--- src/rtl/serial_pkg.sv ---
package serial_pkg;
  // Configuration register, packed MSB first to match write-data bits [6:0]
  typedef struct packed {
    logic       txIe;
    logic       rxIe;
    logic       stop2;
    logic [1:0] parMode;
    logic [1:0] lenCode;
  } cfg_t;

  // Strobes from the control to the datapath
  typedef struct packed {
    logic txLoad;
    logic txShift;
    logic rxBit;
    logic rxParity;
    logic rxStop;
  } strobe_t;

  localparam int FRAME_W = 12;

  function automatic logic parOn(cfg_t c);
    return (c.parMode == 2'd1) || (c.parMode == 2'd2);
  endfunction
endpackage

--- src/rtl/serial_fifo.sv ---
module serial_fifo #(
  parameter int DEPTH = 128,
  parameter int W     = 8
) (
  input  logic         clk,
  input  logic         rstN,
  input  logic         push,
  input  logic         pop,
  input  logic [W-1:0] din,
  output logic [W-1:0] dout,
  output logic         full,
  output logic         empty
);
  localparam int AW = $clog2(DEPTH);
  localparam int CW = AW + 1;

  logic [W-1:0]  mem [DEPTH];
  logic [AW-1:0] wrPtr, rdPtr;
  logic [CW-1:0] count;
  logic doPush, doPop;

  assign full   = (count == CW'(DEPTH));
  assign empty  = (count == '0);
  assign doPush = push && !full;
  assign doPop  = pop && !empty;
  assign dout   = mem[rdPtr];

  always_ff @(posedge clk) begin
    if (doPush) mem[wrPtr] <= din;
  end

  always_ff @(posedge clk or negedge rstN) begin
    if (!rstN) begin
      wrPtr <= '0;
      rdPtr <= '0;
      count <= '0;
    end else begin
      if (doPush) wrPtr <= wrPtr + 1'b1;
      if (doPop)  rdPtr <= rdPtr + 1'b1;
      if (doPush && !doPop)      count <= count + 1'b1;
      else if (!doPush && doPop) count <= count - 1'b1;
    end
  end
endmodule

--- src/rtl/serial_dp.sv ---
module serial_dp import serial_pkg::*; #(
  parameter int TX_DEPTH = 128,
  parameter int RX_DEPTH = 256
) (
  input  logic       clk,
  input  logic       rstN,
  input  logic       wrEn,
  input  logic       rdEn,
  input  logic [1:0] addr,
  input  logic [7:0] wrData,
  output logic [7:0] rdData,
  input  logic       rxd,
  output logic       txd,
  input  strobe_t    stb,
  output cfg_t       cfg,
  output logic       rxLine,
  output logic       txAvail,
  output logic       txFull,
  output logic       rxFull,
  output logic       overrun,
  output logic       intReq
);
  logic [7:0] txHead, rxHead, rxShift, rxData, txChar, lenMask;
  logic [2:0] dropBits;
  logic [3:0] nBits;
  logic txEmpty, rxEmpty, rxS1, txPar, rxParExp;
  logic parErr, frameErr, errClr;
  logic [FRAME_W-1:0] txFrame, newFrame;

  assign dropBits = 3'd3 - {1'b0, cfg.lenCode};
  assign nBits    = {2'b00, cfg.lenCode} + 4'd5;
  assign lenMask  = 8'hFF >> dropBits;
  assign txChar   = txHead & lenMask;
  assign txPar    = (^txChar) ^ (cfg.parMode == 2'd2);
  assign rxData   = rxShift >> dropBits;
  assign rxParExp = (^rxData) ^ (cfg.parMode == 2'd2);
  assign txd      = txFrame[0];
  assign txAvail  = !txEmpty;
  assign errClr   = wrEn && (addr == 2'd2);
  assign intReq   = (cfg.rxIe && !rxEmpty) || (cfg.txIe && txEmpty);

  serial_fifo #(.DEPTH(TX_DEPTH), .W(8)) uTxFifo (
    .clk(clk), .rstN(rstN), .push(wrEn && (addr == 2'd0)), .pop(stb.txLoad),
    .din(wrData), .dout(txHead), .full(txFull), .empty(txEmpty));

  serial_fifo #(.DEPTH(RX_DEPTH), .W(8)) uRxFifo (
    .clk(clk), .rstN(rstN), .push(stb.rxStop), .pop(rdEn && (addr == 2'd0)),
    .din(rxData), .dout(rxHead), .full(rxFull), .empty(rxEmpty));

  always_comb begin
    newFrame    = '1;
    newFrame[0] = 1'b0;
    for (int i = 0; i < 8; i++)
      if (i < int'(nBits)) newFrame[i+1] = txChar[i];
    if (parOn(cfg)) newFrame[nBits + 4'd1] = txPar;
  end

  always_comb begin
    case (addr)
      2'd0:    rdData = rxHead;
      2'd1:    rdData = {1'b0, cfg};
      2'd2:    rdData = {2'b00, overrun, frameErr, parErr, txEmpty, txFull, !rxEmpty};
      default: rdData = 8'h00;
    endcase
  end

  always_ff @(posedge clk or negedge rstN) begin
    if (!rstN) begin
      cfg      <= '0;
      txFrame  <= '1;
      rxS1     <= 1'b1;
      rxLine   <= 1'b1;
      rxShift  <= '0;
      parErr   <= 1'b0;
      frameErr <= 1'b0;
      overrun  <= 1'b0;
    end else begin
      rxS1   <= rxd;
      rxLine <= rxS1;
      if (wrEn && addr == 2'd1) cfg <= cfg_t'(wrData[6:0]);
      if (stb.txLoad)       txFrame <= newFrame;
      else if (stb.txShift) txFrame <= {1'b1, txFrame[FRAME_W-1:1]};
      if (stb.rxBit) rxShift <= {rxLine, rxShift[7:1]};
      if (stb.rxParity && (rxLine != rxParExp)) parErr <= 1'b1;
      else if (errClr)                          parErr <= 1'b0;
      if (stb.rxStop && !rxLine) frameErr <= 1'b1;
      else if (errClr)           frameErr <= 1'b0;
      if (stb.rxStop && rxFull) overrun <= 1'b1;
      else if (errClr)          overrun <= 1'b0;
    end
  end
endmodule

--- src/rtl/serial_ctrl.sv ---
module serial_ctrl import serial_pkg::*; (
  input  logic    clk,
  input  logic    rstN,
  input  logic    txTick,
  input  logic    rxTick,
  input  cfg_t    cfg,
  input  logic    txAvail,
  input  logic    rxLine,
  input  logic    intReq,
  input  logic    iei,
  input  logic    intAck,
  input  logic    intDone,
  output strobe_t stb,
  output logic    irq,
  output logic    ieo
);
  typedef enum logic [2:0] {RX_IDLE, RX_START, RX_DATA, RX_PAR, RX_STOP} rxState_t;

  rxState_t   rxState;
  logic       txBusy, rxLast, inService, bitEnd;
  logic [3:0] txCnt, txLeft, rxCnt, frameBits;
  logic [2:0] rxIdx, lastIdx;

  assign frameBits = 4'd6 + {2'b00, cfg.lenCode} + {3'b000, parOn(cfg)} +
                     (cfg.stop2 ? 4'd2 : 4'd1);
  assign lastIdx   = {1'b0, cfg.lenCode} + 3'd4;
  assign bitEnd    = rxTick && (rxCnt == 4'd15);

  assign stb.txLoad   = txTick && !txBusy && txAvail;
  assign stb.txShift  = txTick && txBusy && (txCnt == 4'd15);
  assign stb.rxBit    = bitEnd && (rxState == RX_DATA);
  assign stb.rxParity = bitEnd && (rxState == RX_PAR);
  assign stb.rxStop   = bitEnd && (rxState == RX_STOP);

  assign irq = intReq && iei && !inService;
  assign ieo = iei && !(intReq || inService);

  always_ff @(posedge clk or negedge rstN) begin
    if (!rstN) begin
      txBusy <= 1'b0;
      txCnt  <= '0;
      txLeft <= '0;
    end else if (stb.txLoad) begin
      txBusy <= 1'b1;
      txCnt  <= '0;
      txLeft <= frameBits;
    end else if (txTick && txBusy) begin
      txCnt <= txCnt + 1'b1;
      if (stb.txShift) begin
        txLeft <= txLeft - 1'b1;
        if (txLeft == 4'd1) txBusy <= 1'b0;
      end
    end
  end

  always_ff @(posedge clk or negedge rstN) begin
    if (!rstN) begin
      rxState <= RX_IDLE;
      rxCnt   <= '0;
      rxIdx   <= '0;
      rxLast  <= 1'b1;
    end else if (rxTick) begin
      rxLast <= rxLine;
      case (rxState)
        RX_IDLE: if (rxLast && !rxLine) begin
          rxState <= RX_START;
          rxCnt   <= '0;
        end
        RX_START: if (rxCnt == 4'd7) begin
          rxState <= rxLine ? RX_IDLE : RX_DATA;
          rxCnt   <= '0;
          rxIdx   <= '0;
        end else rxCnt <= rxCnt + 1'b1;
        RX_DATA: begin
          rxCnt <= rxCnt + 1'b1;
          if (bitEnd) begin
            if (rxIdx == lastIdx) rxState <= parOn(cfg) ? RX_PAR : RX_STOP;
            else rxIdx <= rxIdx + 1'b1;
          end
        end
        RX_PAR: begin
          rxCnt <= rxCnt + 1'b1;
          if (bitEnd) rxState <= RX_STOP;
        end
        RX_STOP: begin
          rxCnt <= rxCnt + 1'b1;
          if (bitEnd) rxState <= RX_IDLE;
        end
        default: rxState <= RX_IDLE;
      endcase
    end
  end

  always_ff @(posedge clk or negedge rstN) begin
    if (!rstN)                  inService <= 1'b0;
    else if (intDone)           inService <= 1'b0;
    else if (intAck && irq)     inService <= 1'b1;
  end
endmodule

--- src/rtl/serial_channel.sv ---
module serial_channel import serial_pkg::*; #(
  parameter int TX_DEPTH = 128,
  parameter int RX_DEPTH = 256
) (
  input  logic       clk,
  input  logic       rstN,
  input  logic       txTick,
  input  logic       rxTick,
  input  logic       wrEn,
  input  logic       rdEn,
  input  logic [1:0] addr,
  input  logic [7:0] wrData,
  output logic [7:0] rdData,
  output logic       txd,
  input  logic       rxd,
  input  logic       iei,
  input  logic       intAck,
  input  logic       intDone,
  output logic       irq,
  output logic       ieo
);
  strobe_t stb;
  cfg_t    cfg;
  logic    rxLine, txAvail, txFull, rxFull, overrun, intReq;

  serial_dp #(.TX_DEPTH(TX_DEPTH), .RX_DEPTH(RX_DEPTH)) uDp (
    .clk(clk), .rstN(rstN), .wrEn(wrEn), .rdEn(rdEn), .addr(addr),
    .wrData(wrData), .rdData(rdData), .rxd(rxd), .txd(txd), .stb(stb),
    .cfg(cfg), .rxLine(rxLine), .txAvail(txAvail), .txFull(txFull),
    .rxFull(rxFull), .overrun(overrun), .intReq(intReq));

  serial_ctrl uCtrl (
    .clk(clk), .rstN(rstN), .txTick(txTick), .rxTick(rxTick), .cfg(cfg),
    .txAvail(txAvail), .rxLine(rxLine), .intReq(intReq), .iei(iei),
    .intAck(intAck), .intDone(intDone), .stb(stb), .irq(irq), .ieo(ieo));
endmodule

--- config.mk ---
export PLATFORM = sky130hd
export DESIGN_NAME = serial_channel
export DESIGN_NICKNAME = d
export VERILOG_FILES = /design/src/rtl/serial_pkg.sv /design/src/rtl/serial_fifo.sv /design/src/rtl/serial_dp.sv /design/src/rtl/serial_ctrl.sv /design/src/rtl/serial_channel.sv
export SDC_FILE = /design/constraint.sdc
export NUM_CORES = 2
export LEC_CHECK = 0
export BUFFER_PORTS_ARGS = -buffer_cell sky130_fd_sc_hd__buf_2
export CAP_MARGIN = 30
export CORE_ASPECT_RATIO = 0.75
export CORE_MARGIN = 2
export CORE_UTILIZATION = 67
export CTS_CLUSTER_SIZE = 30
export DETAILED_ROUTE_END_ITERATION = 16
export PLACE_DENSITY_LB_ADDON = 0.15
export SKIP_LAST_GASP = 1
export SLEW_MARGIN = 20
export SYNTH_ARGS = -nofsm -noshare
export SYNTH_HDL_FRONTEND = slang
export SYNTH_HIERARCHICAL = 1
export SYNTH_SLANG_ARGS = --single-unit
--- constraint.sdc ---
create_clock -name clk -period 17.85 [get_ports clk]
set_clock_uncertainty 0.2 [all_clocks]
set_input_delay 0 -clock clk [delete_from_list [all_inputs] [get_ports clk]]
set_output_delay 0 -clock clk [all_outputs]
set_load 0.05 [all_outputs]
==> run summary <==
Actual slew at the worst max-slew pin: 1125 ps. Data on the critical path arrives at its endpoint at 7280 ps. Counting flops with a built-in enable in the synthesized netlist gives 3072. In this run the static leakage power is 45.38 nW. Detailed placement ended at an HPWL of 192.5 mm. In this run the register-to-register setup slack is 11680 ps. For this run, the detailed router's first-pass iteration total came to 7. Routing layer with the top usage in global route: met1. The synthesized flop and latch total is 3172.

The congestion estimate from routability-driven global placement came to 1.058. Vertical extent of the die: 378.4 um. The share of flip-flops with an asynchronous set or reset after synthesis was 0.03153. Timing would allow up to 133.7 MHz. In this run the critical register-to-register path is captured at uDp/txFrame[2].

The number of gates resized after CTS was 0. Counting every net in the synthesized netlist gives 6204. For this run the aggregate overflow at the end of global routing stands at 0. TritonCTS built the clock tree.

The run finished with clean final reports. In this run, the number of DRC markers left after iteration 0 of detailed routing was 11240. The tools report the maximum buffer depth of the clock tree as 4. The tools report the post-CTS setup buffer count as 0. From synthesis to final layout, the design area changed by 10.33%. The final layout contains routed wiring with a total length of 319.3 mm.

Setup total negative slack on the finished layout was measured at 0 ps. The launch point of the worst reg-to-reg path is uDp/uTxFifo/rdPtr[0]. The die covers 190400 um^2. The sequential element share of the synthesized area was 0.7569. The top cell types in the final layout, fill and taps aside, are 3072 x edfxtp_1, 698 x mux4_2, 469 x nor2_1. The number of maximum-capacitance violations is 0. The count of pins over their slew limit was 0; the total routing usage reported by global routing was 0.3387.

The number of antenna-violating nets in the routed design is 0, and the power per unit of standard cell area is 135.5 nW/um^2. Sorting the synthesized cells by area gives the leading types as edfxtp_1 74%, mux4_2 13%, mux2i_1 2.5%. The leading cell type in the layout, fill and taps excluded is edfxtp_1. In this run the worst path has a maximum fanout of 94. The critical path is of the flop to output pin type.

The share of the cycle needed by the critical path after routing came out at 0.4191. The total area inside the core boundary comes to 185800 um^2. The library cell with the largest summed area after synthesis was edfxtp_1. Initial antenna violation count: 17. The global-route met2 utilization was 0.4612; the worst-skew pair later-pin latency was 920 ps.

For the met3 demand-to-capacity share in global routing, the log shows 0.1310. Dividing the detail-routed via count by the number of cells gives 7.207. After clock tree synthesis, the clock-pin slew on the worst setup and hold paths is 70 ps. Counting I/O delays and the setup requirement, the final critical path takes 7482 ps. Setup repair after global routing left no endpoint under its margin. Final hold analysis gives a worst-case slack of 44.05 ps. Summing over every cut layer, the via total after detailed routing is 65200. The post-detailed-route DRC marker count is 0. The startpoint kind of the worst setup timing path is a flop.

The die is 503.2 um wide. The final setup violation count came out at 0. The starting utilization of the core area is 0.6738, and the global routing met1 resource utilization is 0.5187.

The fraction of layout cells with a size suffix above 1 is 0.2148, and the worst-case headroom to the max-slew limit is 0.2418. At the worst endpoint, the required time is 17650 ps. The clock tree root driver cell was clkbuf_16. The worst-case vdd ir drop was 0.0001303 V; the portion of synthesized cell area occupied by the leading cell type was 0.7368. A synthesized cell averages 20.37 um^2. For the number of standard-cell rows in the floorplan, the log shows 137. The tools report the number of global-route vias before repair as 62320.

The number of buffers inserted during clock tree synthesis is 303, and the net count of the finished layout is 6377. The first global-routing pass estimated 453.1 mm of wire. Entering global routing, the biggest net connects 170 pins.

The average wire per standard cell came out at 35.30 um. In the synthesized netlist the dominant register cell turns out to be edfxtp_1. Length in cells of the worst reg-to-reg path: 14.

The tightest min-delay check is of the primary input to flop type. Buffers placed on the I/O ports in this run total 30. Tracing the worst setup path back leads to its startpoint at uDp/uRxFifo/rdPtr[0].

The worst hold path begins at rxTick. Synthesis handed over a netlist of 6148 instances. The summed instance area of the synthesized netlist is 125200 um^2.

Count of synthesis-stage warnings from yosys: 6. The worst setup path is captured at an output pin. The tools report the sink count of the clock tree as 3172. The number of hold violations in the final report is 0, and the distinct cell type count of the synthesized netlist is 90. The sink of the worst hold path was uCtrl/rxIdx[1].

The H-tree was split into 5 levels. Counting instances, the worst hold path has a depth of 6. The count of pins on the block boundary is 31.
[registers in the layout, indices dropped and copies added, names as in the netlist, 3 cells and up]
name and flops:
uDp/cfg 7, uCtrl/rxState 3, uCtrl/txLeft 4, uDp/uTxFifo/mem 1024
uDp/uRxFifo/wrPtr 8, uCtrl/txCnt 4, uCtrl/rxIdx 3, uDp/uRxFifo/count 9
uDp/txFrame 12, uDp/rxShift 8, uDp/uTxFifo/wrPtr 7, uDp/uRxFifo/rdPtr 8
uDp/uTxFifo/count 8, uDp/uRxFifo/mem 2048, uCtrl/rxCnt 4, uDp/uTxFifo/rdPtr 7
[worst max path at each step]
stage | to | slack (ps) | cells after the start
after detailed placement | rdData[6] | 11340 | 14
after CTS | rdData[6] | 10350 | 14
final | rdData[3] | 10370 | 13
after floorplan | uDp/uRxFifo/mem[0][2] | 7990 | 2
after global placement | rdData[0] | 11030 | 13
after global routing | rdData[5] | 9870 | 14
[synth_stat cells (20+ instances only)]
library cell / number
a31oi_1: 21
edfxtp_1: 3072
buf_4: 29
nor3_1: 42
nand2b_1: 21
clkbuf_1: 137
o21ai_0: 75
a22oi_1: 66
xnor2_1: 40
inv_1: 38
nor2_1: 472
mux2i_1: 318
o211ai_1: 23
mux4_2: 698
a21oi_1: 77
o221ai_1: 20
mux2_2: 39
buf_2: 120
a211oi_1: 43
o22ai_1: 76
ha_1: 33
dfrtp_1: 85
nand3_1: 50
nor2b_1: 41
buf_1: 25
buf_6: 31
a221oi_1: 21
nand2_1: 160
[metal layers]
| layer | wire length [um] | vias up |
|---|---|---|
| li1 | - | 25630 |
| met2 | 137200 | 5024 |
| met3 | 52560 | 667 |
| met4 | 9337 | 12 |
| met1 | 120000 | 33860 |
| met5 | 273 | - |
[cell families (layout without fill, tap and decap cells)]
kind of cell	after synthesis	after routing	share of synthesized area
xor+xnor	60	60	0.004257
compound gates	526	526	0.02900
simple gates	889	889	0.03132
other cells	0	7	0
fa+ha+maj	37	37	0.003857
buf+inv	390	779	0.01664
flops	3172	3172	0.7569
mux	1074	1074	0.1580
[worst max-delay path, stage by stage, from the launching register on]
cell and delay (ps):
dfrtp_4 800, buf_4 640, buf_4 590, buf_4 670
buf_12 630, mux4_2 370, mux4_2 230, nand2_1 130
a21oi_1 340, nor4_1 120, o31ai_2 860, mux2i_1 140
o21ai_0 290, buf_2 330
[cell type report]
type                            instances  area (um^2)
Sequential cell                      3172        94800
Tap cell                             2502         3131
Inverter                               38        150.1
Fill cell                           10090        47670
Multi-Input combinational cell       2586        28470
Timing Repair Buffer                  220         2158
Antenna cell                            7        17.52
Clock inverter                        140         1401
Clock buffer                          381         8019
[where the power goes]
part / switching [mW] / internal, mW
sequential: 0.213 / 8.20
combinational: 2.42 / 1.64
clock: 2.66 / 3.58
total: 5.30 / 13.4
[through the flow]
stage	total power [mW]	std cells	area [um^2]	utilization	worst slack, ps
floorplan	11.44	6148	125200	-	7989
global placement	12.46	8435	127600	0.6866	11030
detailed placement	12.51	8457	128000	0.6887	11340
CTS	18.69	9014	137800	0.7415	10350
global route	19.23	9041	138100	0.7434	9875
finish	18.72	9046	138100	0.7434	10370
[timing repair]
| item | in CTS | in global routing |
|---|---|---|
| endpoints found under the hold margin | 653 | 0 |
| hold buffers | 36 | 0 |
| setup endpoints to repair | 0 | 0 |
Note: power is estimated with default switching activity, not from simulation.
